## src/rtl/smax_pkg.sv

```systemverilog
package smax_pkg;
    typedef enum logic [1:0] {
        CMP_EQ       = 2'd0,
        CMP_IN_WINS  = 2'd1,
        CMP_LOC_WINS = 2'd2
    } cmp_state_e;
endpackage

```

## src/rtl/rail_pair_decode.sv

```systemverilog
module rail_pair_decode (
    input  logic [1:0] rails,   // {rail1, rail0}
    output logic       valid,
    output logic       null_c,
    output logic       value
);
    always_comb begin
        valid  = rails[0] ^ rails[1];
        null_c = ~(rails[0] | rails[1]);
        value  = rails[1];
    end
endmodule

```

## src/rtl/slot_position_track.sv

```systemverilog
module slot_position_track #(
    parameter int SLOT_W = 8
) (
    input logic clk,
    input logic rst_n,
    input logic sym_ok,
    input logic sync_bit
);
    localparam int PW = (SLOT_W > 1) ? $clog2(SLOT_W) : 1;
    localparam logic [PW-1:0] LAST = PW'(SLOT_W - 1);

    logic [PW-1:0] pos_q;
    logic          seen_q;

    always_ff @(posedge clk) begin
        if (!rst_n) begin
            pos_q  <= '0;
            seen_q <= 1'b0;
        end else if (sym_ok) begin
            seen_q <= 1'b1;
            if (sync_bit) pos_q <= (SLOT_W > 1) ? PW'(1) : '0;
            else          pos_q <= (pos_q == LAST) ? '0 : pos_q + PW'(1);
        end
    end

    // a sync pulse only at the start of each SLOT_W-symbol slot
    a_r10_sync_spacing: assert property (@(posedge clk) disable iff (!rst_n)
        (sym_ok && seen_q) |-> (sync_bit == (pos_q == '0)));
endmodule

```

## src/rtl/max_compare_fsm.sv

```systemverilog
module max_compare_fsm
    import smax_pkg::*;
(
    input  logic clk,
    input  logic rst_n,
    input  logic sym_ok,
    input  logic sym_bad,
    input  logic in_bit,
    input  logic loc_bit,
    input  logic sync_bit,
    output logic out_vld_q,
    output logic out_bit_q,
    output logic sync_q,
    output logic err_q
);
    cmp_state_e state_q, state_d, base;
    logic       sel_bit;

    always_comb begin
        base    = sync_bit ? CMP_EQ : state_q;
        state_d = state_q;
        sel_bit = in_bit | loc_bit;
        if (sym_ok) begin
            unique case (base)
                CMP_EQ: begin
                    sel_bit = in_bit | loc_bit;
                    if (in_bit && !loc_bit)      state_d = CMP_IN_WINS;
                    else if (!in_bit && loc_bit) state_d = CMP_LOC_WINS;
                    else                         state_d = CMP_EQ;
                end
                CMP_IN_WINS: begin
                    sel_bit = in_bit;
                    state_d = CMP_IN_WINS;
                end
                CMP_LOC_WINS: begin
                    sel_bit = loc_bit;
                    state_d = CMP_LOC_WINS;
                end
                default: begin
                    sel_bit = in_bit | loc_bit;
                    state_d = CMP_EQ;
                end
            endcase
        end
    end

    // state register
    always_ff @(posedge clk) begin
        if (!rst_n) state_q <= CMP_EQ;
        else        state_q <= state_d;
    end

    // output register
    always_ff @(posedge clk) begin
        if (!rst_n) begin
            out_vld_q <= 1'b0;
            out_bit_q <= 1'b0;
            sync_q    <= 1'b0;
            err_q     <= 1'b0;
        end else begin
            out_vld_q <= sym_ok;
            out_bit_q <= sym_ok & sel_bit;
            sync_q    <= sym_ok & sync_bit;
            err_q     <= sym_bad;
        end
    end

    // no symbol means the comparison state is held
    a_r9_hold_on_gap: assert property (@(posedge clk) disable iff (!rst_n)
        !sym_ok |=> state_q == $past(state_q));
    // a decided state is sticky until the next sync pulse
    a_r3_decided_sticky: assert property (@(posedge clk) disable iff (!rst_n)
        (sym_ok && !sync_bit && state_q != CMP_EQ) |=> state_q == $past(state_q));
    // after the local number wins, the output follows the local bits
    a_r3_follow_local: assert property (@(posedge clk) disable iff (!rst_n)
        (sym_ok && !sync_bit && state_q == CMP_LOC_WINS) |=> out_bit_q == $past(loc_bit));
    // a sync pulse with matching bits leaves the comparison open
    a_r5_sync_restart: assert property (@(posedge clk) disable iff (!rst_n)
        (sym_ok && sync_bit && (in_bit == loc_bit)) |=> state_q == CMP_EQ);
endmodule

```

## src/rtl/serial_max_stage.sv

```systemverilog
module serial_max_stage #(
    parameter int SLOT_W = 8
) (
    input  logic clk,
    input  logic rst_n,
    input  logic in_r0,
    input  logic in_r1,
    input  logic loc_r0,
    input  logic loc_r1,
    input  logic syn_r0,
    input  logic syn_r1,
    output logic out_r0,
    output logic out_r1,
    output logic syn_out_r0,
    output logic syn_out_r1,
    output logic code_err
);
    localparam int NPAIR = 3;   // 0: incoming, 1: local, 2: sync

    logic [1:0]       pair_rails [NPAIR];
    logic [NPAIR-1:0] pair_ok, pair_null, pair_val;
    logic             sym_ok, sym_bad;
    logic             out_vld_q, out_bit_q, sync_q, err_q;

    always_comb begin
        pair_rails[0] = {in_r1, in_r0};
        pair_rails[1] = {loc_r1, loc_r0};
        pair_rails[2] = {syn_r1, syn_r0};
    end

    for (genvar g = 0; g < NPAIR; g++) begin : g_dec
        rail_pair_decode u_dec (
            .rails  (pair_rails[g]),
            .valid  (pair_ok[g]),
            .null_c (pair_null[g]),
            .value  (pair_val[g])
        );
    end

    always_comb begin
        sym_ok  = &pair_ok;
        sym_bad = !sym_ok && !(&pair_null);
    end

    max_compare_fsm u_fsm (
        .clk       (clk),
        .rst_n     (rst_n),
        .sym_ok    (sym_ok),
        .sym_bad   (sym_bad),
        .in_bit    (pair_val[0]),
        .loc_bit   (pair_val[1]),
        .sync_bit  (pair_val[2]),
        .out_vld_q (out_vld_q),
        .out_bit_q (out_bit_q),
        .sync_q    (sync_q),
        .err_q     (err_q)
    );

    slot_position_track #(.SLOT_W(SLOT_W)) u_track (
        .clk      (clk),
        .rst_n    (rst_n),
        .sym_ok   (sym_ok),
        .sync_bit (pair_val[2])
    );

    always_comb begin
        out_r1     = out_vld_q & out_bit_q;
        out_r0     = out_vld_q & ~out_bit_q;
        syn_out_r1 = out_vld_q & sync_q;
        syn_out_r0 = out_vld_q & ~sync_q;
        code_err   = err_q;
    end

    // sync forwarded unchanged one clock later
    a_r6_sync_forward: assert property (@(posedge clk) disable iff (!rst_n)
        sym_ok |=> ({syn_out_r1, syn_out_r0} == $past({syn_r1, syn_r0})));
    // malformed input gives an error and null outputs
    a_r9_err_null: assert property (@(posedge clk) disable iff (!rst_n)
        sym_bad |=> (code_err && !out_r0 && !out_r1 && !syn_out_r0 && !syn_out_r1));
    // idle gives null outputs and no error
    a_r8_idle_null: assert property (@(posedge clk) disable iff (!rst_n)
        (!sym_ok && !sym_bad) |=> (!code_err && !out_r0 && !out_r1));
    // an output pair never has both rails high
    a_r7_out_code: assert property (@(posedge clk) disable iff (!rst_n)
        $onehot0({out_r1, out_r0}) && $onehot0({syn_out_r1, syn_out_r0}));
    // a valid symbol always yields a valid output pair
    a_r2_out_valid: assert property (@(posedge clk) disable iff (!rst_n)
        sym_ok |=> $countones({out_r1, out_r0}) == 1);
endmodule

```

## config.mk

```make
export PLATFORM = sky130hd
export DESIGN_NAME = serial_max_stage
export DESIGN_NICKNAME = d
export VERILOG_FILES = /design/src/rtl/smax_pkg.sv /design/src/rtl/rail_pair_decode.sv /design/src/rtl/slot_position_track.sv /design/src/rtl/max_compare_fsm.sv /design/src/rtl/serial_max_stage.sv
export SDC_FILE = /design/constraint.sdc
export NUM_CORES = 1
export LEC_CHECK = 0
export BUFFER_PORTS_ARGS = -buffer_cell sky130_fd_sc_hd__buf_2
export CAP_MARGIN = 10
export CORE_AREA = 2 2 39 41
export CTS_BUF_LIST = sky130_fd_sc_hd__clkbuf_8 sky130_fd_sc_hd__clkbuf_16
export DETAILED_ROUTE_END_ITERATION = 8
export DIE_AREA = 0 0 41 43
export PLACE_DENSITY = 0.61
export SLEW_MARGIN = 10
export SYNTH_ARGS = -nofsm -noshare
export SYNTH_HDL_FRONTEND = slang
export SYNTH_SLANG_ARGS = --single-unit
```

## constraint.sdc

```tcl
create_clock -name clk -period 1.09 [get_ports clk]
set_input_delay 0.218 -clock clk [delete_from_list [all_inputs] [get_ports clk]]
set_output_delay 0.218 -clock clk [all_outputs]
set_load 0.01 [all_outputs]
```

# Yosys cells after proc, flatten, opt, wreduce, memory -nomap -nowiden
# Index checks and enable logic that the tools add are counted.
# op_classes
mux,6
eq_ne,2
bitwise,18
n_reduce_logical,10
# ops
cell,count
$and A1 B1 Y1,6
$mux W2,3
$pmux W2 S3,1
$reduce_and A3 Y1,2
$not A1 Y1,5
$logic_not A1 Y1,4
$or A1 B1 Y1,4
$logic_and A1 B1 Y1,3
$xor A1 B1 Y1,3
$eq A2 B1 Y1 const B,1
$eq A2 B2 Y1 const B,1
$logic_not A2 Y1,1
$pmux W1 S2,1
$mux W1,1
# totals
word_cells,41
regBits,6
out_inout_bits,5

# Longest topological paths before layout
# Gate-level depths: netlist of the first run.
# logic_depth
depth_word,5
mapped_depth,5
depth_no_buf,5

# By module
# Synthesis of the first run repeated with hierarchy kept, for this count alone.
# hier_totals
hier_cells,48
hier_area_um2,414.1
# modules_own_cells
module,area_per_inst_um2,cells_each,instances
max_compare_fsm,282.8,30,1
rail_pair_decode,27.5,4,3
serial_max_stage,48.8,6,1

# Least setup slack after synthesis of the first run
# Ideal clock, no wire load.
# synth_path
path_type,register -> register
startpoint,reg u_fsm.state_q[1]
endpoint,reg u_fsm.out_bit_q
slack_ps,-81
stages_incl_launch_ff,6
path_buffers,0
period_less_slack_ps,1171
arrival_ps,1049
setup_ps,123
path_cell_list,dfxtp_1 > nor2b_2 > inv_2 > ha_1 > o21ai_0 > a21boi_2
# synth_via
elab_chain_cells,5
# synth_lines
item,line_no,text
from (decl),max_compare_fsm.sv:16,"cmp_state_e state_q, state_d, base;"
from (signal assigned),max_compare_fsm.sv:50,else state_q <= state_d;
$mux W2 (*),max_compare_fsm.sv:20,base = sync_bit ? CMP_EQ : state_q;
$eq A2 B2 Y1 / $eq A2 B1 Y1 (equally long branches),max_compare_fsm.sv:24,unique case (base)
$pmux W1 S2 (*),max_compare_fsm.sv:24,
$mux W1 (*),max_compare_fsm.sv:23,if (sym_ok) begin
$and A1 B1 Y1 (*),max_compare_fsm.sv:62,out_bit_q <= sym_ok & sel_bit;
to (signal assigned),max_compare_fsm.sv:62,
to (decl),max_compare_fsm.sv:12,"output logic out_bit_q,"
# Mark *: on every way between the ends. The rest lies on a longest branch, timed or not.
# A chain may end at the register's enable or synchronous reset.

# Worst setup path after layout of the first run
# Same ends and word-level chain as after synthesis.

==> metrics.md, run 1 <==
| Metric | Value |
|---|---|
| Status | `completed` |
| Largest net degree at the start of global routing | `7` |
| Max Slew Vio Count | `0` |
| Pwr Density | `about 1100 nW/um^2` |
| Initial DRC Count | `1` |
| Startpoint Class | `flip-flop` |
| Hold path start | `rst_n` |
| Crit share post-route | `just under 100%` |
| CTS buffer count | `3` |
| Die Ht | `between 40 and 50 um` |
| Synth area leader | `dfxtp_1` |
| CP max stage delay | `between 0.3 and 0.4 ns` |
| Critical Path RT | `between 1 and 1.5 ns` |
| FF-to-FF path depth | `5` |
| Cell Chain, Critical Path | `nor2b_4 -> inv_2 -> ha_4 -> o21ai_2 -> a21boi_2` |
| DR DRC count | `0` |
| Number of distinct library cells after synthesis | `19` |
| Clock Tree Root | `clkbuf_8` |
| Seq/Total Area, Yosys | `31.5%` |
| Initial antenna violation count | `0` |
| Hold path depth | `3` |
| RSZ-0062 raised after global routing | `yes` |
| MaxCap Viol Count | `0` |
| Synth Instances | `44` |
| Clock buffer depth | `2` |
| Die area | `between 1500 and 2000 sq um` |
| Final Skew | `between 0.0015 and 0.002 ns` |
| Post-Syn Area | `~380 sq um` |
| Layout cells sized above 1 | `61.8%` |
| # diodes | `0` |
| Worst hold path type | `primary input to flip-flop` |
| Hold Fails Final Rpt | `0` |
| CTS tree | `built` |
| Drt first pass iters | `2` |
| NumNets Final | `84` |
| Global-route wire length before repair | `approximately 1.4 mm` |
| Yosys reg bits | `6` |
| Setup Buffers After CTS | `0` |
| All-Layer GR Usage | `between 10% and 20%` |
| Worst Hold Endpoint | `u_fsm.state_q[1]` |
| GRT overflow | `0` |
| Worst Max-Slew Pin Slew | `roughly 0.14 ns` |
| Clock sinks | `6` |
| Relative slew slack | `between 90 and 100%` |
| Crit-path max FO | `3` |
| CTS Hold Bufs | `0` |
| Clock Latency Late Sink | `approximately 0.22 ns` |
| Vias | `about 370` |
| Row count | `14` |
| Syn_area_per_cell | `around 8.7 sq um` |
| Post-DR vias/cell | `4.36` |
| Min cycle time layout | `approximately 1.1 ns` |
| RR Startpoint | `u_fsm.state_q[1]` |
| Area Overhead vs Synth | `68.5%` |
| DR WL/cell | `roughly 10 um` |
| Routed WL | `roughly 830 um` |
| Buffers on Ports | `12` |
| # IOs | `13` |
| CTS clk-pin slew, worst paths | `approximately 0.040 ns` |
| CP Class | `flip-flop to flip-flop` |
| Top area cells in the synthesized netlist | `dfxtp_1 31%, ha_1 20%, inv_1 5.9%` |
| Initial Utilization | `27.6%` |
| Worst reg2reg setup slack | `0.007 ns` |
| Final HPWL DP | `about 660 um` |
| Final Cell Area | `643 sq um` |
| Placed inst area | `566 sq um` |
| Syn nets | `just under 60` |
| VDD IR max | `about 0.00046 V` |
| Placeable Area | `1380 sq um` |
| LEAKAGE | `0.000310 uW` |
| Critical path capture point type | `flip-flop` |
| GPL Wtd Cong | `0.802` |
| Post-synth top area share | `between 30% and 40%` |
| RR Endpoint | `u_fsm.out_bit_q` |
| Width of the chip | `roughly 40 um` |
| Routed Antenna Nets | `0` |
| CP max-delay cell | `dfxtp_2` |
| Final setup viols | `0` |
| Data arrival, critical path | `around 1.2 ns` |
| Worst hold slack | `0.308 ns` |
| Yosys warns | `0` |
| FMAX | `between 900 and 1000 MHz` |
| Max H-tree Level | `1` |
| Vias in the first global route | `359` |
## stage by stage
step / setup slack, ns / TNS [ns] / total power, uW / std cells / util [%]
floorplan: 0.00321 / 0 / 292 / 44 / -
global placement: -0.122 / -0.392 / 352 / 81 / 40.9
detailed placement: -0.140 / -0.404 / 352 / 81 / 40.9
CTS: 0.000664 / 0 / 683 / 84 / 44.5
global route: -0.0366 / -0.0366 / 729 / 84 / 46.5
finish: 0.00662 / 0 / 684 / 84 / 46.5
## cells by family after synthesis
family          count (synthesis)  share of synthesized area [%]
compound gates                  7                           12.1
fa+ha+maj                       6                           19.7
buf+inv                         8                           7.87
flops                           6                           31.5
simple gates                   17                           28.9
## worst max-delay path, delay by kind of cell, from the launching register on
| kind | cells | cell delay [ns] |
|---|---|---|
| AOI/OAI and AO/OA | 2 | 0.19 |
| adders and majority gates | 1 | 0.23 |
| buffers and inverters | 1 | 0.07 |
| DFF | 1 | 0.33 |
| and+or+nand+nor | 1 | 0.15 |
## layer usage
layer,up-vias,track usage (%),share of wire (%)
li1,195,-,-
met1,160,13.2,42
met2,9,18.4,52
met3,2,1.57,3.5
met4,0,12.0,2.3
met5,-,0,0
## worst max path at each step
stage | start | end | slack, ns | cells past startpoint
4_1_cts | u_fsm.state_q[1] | u_fsm.out_bit_q | 0.0007 | 5
6_report | u_fsm.state_q[1] | u_fsm.out_bit_q | 0.007 | 5
5_1_grt | u_fsm.state_q[1] | u_fsm.out_bit_q | -0.04 | 5
3_3_place_gp | loc_r1 | u_fsm.out_bit_q | -0.12 | 6
3_5_place_dp | loc_r1 | u_fsm.out_bit_q | -0.14 | 6
2_1_floorplan | loc_r1 | u_fsm.out_bit_q | 0.003 | 5
## cell type report
cell class	count	area, sq um
inverters	8	30.0
clock buffers	3	41.3
multi-input cells	30	289
well taps	16	20.0
flip-flops and latches	6	123
repair buffers	21	140
fillers	144	741
## registers in the layout, summed over array words and instances, names as in the netlist
name / flops
u_fsm.out_bit_q: 1
u_fsm.out_vld_q: 1
u_fsm.state_q: 2
u_fsm.sync_q: 1
u_fsm.err_q: 1
## power by group
group          total (uW)  switching, uW  internal (uW)
clock network         327           90.5            237
logic                 122           54.7           66.9
registers             236           4.46            231
total                 684            150            535
## what timing repair did
item | in CTS | in global routing
gates resized for setup | 3 | 6
cloned | 0 | 0
setup endpoints to repair | 1 | 3
pin swaps | 0 | 1
## synth_stat cells
cell type / number
nand4_1: 2
and3_2: 1
nor2b_1: 2
ha_1: 6
inv_1: 6
and2_4: 1
and3_1: 1
o21ai_1: 2
nand2_1: 1
nand3_1: 2
nor2b_2: 2
and3_4: 1
a21boi_2: 1
o211ai_1: 2
inv_2: 2
and2_1: 2
o21ai_0: 2
dfxtp_1: 6
nor2_1: 2
## layout by cell type, fill, tap and decap left out, drive strengths merged
| cell type | instances |
|---|---|
| a21boi | 1 |
| nand4 | 2 |
| o21ai | 4 |
| and3 | 3 |
| nand2 | 1 |
| nand3 | 2 |
| buf | 21 |
| nor2b | 4 |
| ha | 6 |
| dfxtp | 6 |
| nor2 | 2 |
| inv | 8 |
| and2 | 3 |
| clkbuf | 3 |
| o211ai | 2 |
No activity file was read; power rests on OpenSTA's default activity.
==> inputs of run 2 (changes only) <==
--- a/config.mk
+++ b/config.mk
@@ -11,7 +11,7 @@
 export CTS_BUF_LIST = sky130_fd_sc_hd__clkbuf_8 sky130_fd_sc_hd__clkbuf_16
 export DETAILED_ROUTE_END_ITERATION = 8
 export DIE_AREA = 0 0 41 43
-export PLACE_DENSITY = 0.61
+export HOLD_SLACK_MARGIN = 0.1
 export SLEW_MARGIN = 10
 export SYNTH_ARGS = -nofsm -noshare
 export SYNTH_HDL_FRONTEND = slang
==> metrics.md, run 2 (synthesized netlist as in run 1, its figures left out) <==
| Metric | Value |
|---|---|
| Status | `completed (unchanged)` |
| Bufs and invs on worst path | `1 (unchanged)` |
| Width of the chip | `41 um (unchanged)` |
| Global-route wire length before repair | `1.42 mm (was 1.39 mm)` |
| Worst Max-Slew Pin Slew | `0.136 ns (was 0.139 ns)` |
| VDD IR max | `0.000347 V (was 0.000458 V)` |
| Max Slew Vio Count | `0 (unchanged)` |
| RSZ-0062 raised after global routing | `yes (unchanged)` |
| Clock Tree Root | `clkbuf_8 (unchanged)` |
| Cell Chain, Critical Path | `nor2b_4 -> inv_2 -> ha_4 -> o21ai_2 -> a21boi_2 (unchanged)` |
| Initial antenna violation count | `0 (unchanged)` |
| Clock Latency Late Sink | `0.22 ns (about the same)` |
| # IOs | `13 (unchanged)` |
| CP Class | `flip-flop to flip-flop (unchanged)` |
| Crit share post-route | `98.2% (was 99.4%)` |
| NumNets Final | `85 (was 84)` |
| Data arrival, critical path | `1.18 ns (was 1.19 ns)` |
| GPL Wtd Cong | `0.765 (was 0.802)` |
| MaxCap Viol Count | `0 (unchanged)` |
| Crit-path max FO | `3 (unchanged)` |
| Placed inst area | `561 sq um (was 566 sq um)` |
| Layout cells sized above 1 | `59.4% (was 61.8%)` |
| Initial Utilization | `27.6% (unchanged)` |
| Relative slew slack | `90.9% (was 90.7%)` |
| Final Cell Area | `614 sq um (was 643 sq um)` |
| LEAKAGE | `0.000309 uW (was 0.000310 uW)` |
| FMAX | `934 MHz (was 923 MHz)` |
| DR DRC count | `0 (unchanged)` |
| Largest net degree at the start of global routing | `7 (unchanged)` |
| Commonest non-fill, non-tap cell in the layout | `buf_2 (unchanged)` |
| CP max stage delay | `0.33 ns (about the same)` |
| Die Ht | `43 um (unchanged)` |
| Pwr Density | `1100 nW/um^2 (was 1060 nW/um^2)` |
| Critical path capture point type | `flip-flop (unchanged)` |
| Critical Path RT | `1.20 ns (about the same)` |
| Placeable Area | `1380 sq um (unchanged)` |
| Routed WL | `746 um (was 832 um)` |
| Commonest non-fill, non-tap cells in the layout | `12 x buf_2, 10 x buf_4, 5 x inv_1 (was 12 x buf_2, 8 x buf_4, 5 x inv_1)` |
| Initial DRC Count | `0 (was 1)` |
| CTS buffer count | `3 (unchanged)` |
| Startpoint Class | `flip-flop (unchanged)` |
| Worst hold path type | `primary input to flip-flop (unchanged)` |
| Die area | `1760 sq um (unchanged)` |
| Clock sinks | `6 (unchanged)` |
| Hold Fails Final Rpt | `0 (unchanged)` |
| Row count | `14 (unchanged)` |
| Post-DR vias/cell | `4.34 (was 4.36)` |
| Routed Antenna Nets | `0 (unchanged)` |
| TNS Setup | `0 ns (unchanged)` |
| Worst path top cell family by delay | `flip-flops (unchanged)` |
| CP max-delay cell | `dfxtp_2 (unchanged)` |
| CTS clk-pin slew, worst paths | `0.03 ns (was 0.04 ns)` |
| Drt first pass iters | `1 (was 2)` |
| Vias in the first global route | `369 (was 359)` |
| Vias | `369 (was 366)` |
| Min cycle time layout | `1.07 ns (was 1.08 ns)` |
| Final Skew | `0.000367 ns (was 0.00183 ns)` |
| # diodes | `0 (unchanged)` |
| All-Layer GR Usage | `12.7% (was 12.2%)` |
| Clock buffer depth | `2 (unchanged)` |
| Area Overhead vs Synth | `61.0% (was 68.5%)` |
| DR WL/cell | `8.78 um (was 9.90 um)` |
| CTS Hold Bufs | `0 (unchanged)` |
| Max reg flops | `2 (unchanged)` |
| Max H-tree Level | `1 (unchanged)` |
| Final setup viols | `0 (unchanged)` |
| CTS tree | `built (unchanged)` |
| GRT overflow | `0 (unchanged)` |
| Buffers on Ports | `12 (unchanged)` |
| Reg with most FFs | `u_fsm.state_q (unchanged)` |
-- run 2: what timing repair did --
item,4_1_cts,5_1_grt
setup buffers,0,0
pin swaps,1,1
resized for setup,4,1
endpoints found under the setup margin,1,5
-- run 2: cell type report --
cell class,count,area [sq um]
clock buffers,3,41.3
fillers,146,769
repair buffers,22,135
flip-flops and latches,6,124
inverters,8,30.0
multi-input cells,30,264
well taps,16,20.0
-- run 2: per-layer routing --
layer | share of wire [%] | GRT usage [%]
met1 | 40 | 13.5
met2 | 49 | 18.8
met3 | 4.2 | 1.57
met4 | 6.2 | 14.0
met5 | 0 | 0
-- run 2: power breakdown --
part           internal, uW  total [uW]  switching (uW)
clock network           237         326            89.4
registers               232         236            4.01
logic                  61.6         113            51.0
-- run 2: worst paths after layout --
| check | cells after the start | from | slack [ns] | end |
|---|---|---|---|---|
| hold / removal | 4 | loc_r1 | 0.29 | u_fsm.state_q[0] |
| setup / recovery | 5 | u_fsm.state_q[1] | 0.02 | u_fsm.out_bit_q |
| setup reg to reg | 5 | u_fsm.state_q[1] | 0.02 | u_fsm.out_bit_q |
| hold reg to reg | 2 | u_fsm.state_q[1] | 0.50 | u_fsm.state_q[1] |
-- run 2: tightest hold or removal path, delay by kind of cell --
kind                   cells  cell delay, ns
AOI/OAI and AO/OA          1            0.05
buffers and inverters      2            0.13
and+or+nand+nor            1            0.07
-- run 2: through the flow --
step | setup slack, ns | instances | utilization (%) | power (uW) | hold slack, ns
final | 0.0192 | 85 | 44.4 | 674 | 0.290
after global routing | -0.0472 | 85 | 44.4 | 717 | 0.308
after CTS | 0.0139 | 85 | 44.3 | 687 | 0.290
after detailed placement | -0.150 | 82 | 40.5 | 350 | 0.502
after global placement | -0.134 | 82 | 40.5 | 348 | 0.498
after floorplan | 0.00321 | 44 | - | 292 | 0.357
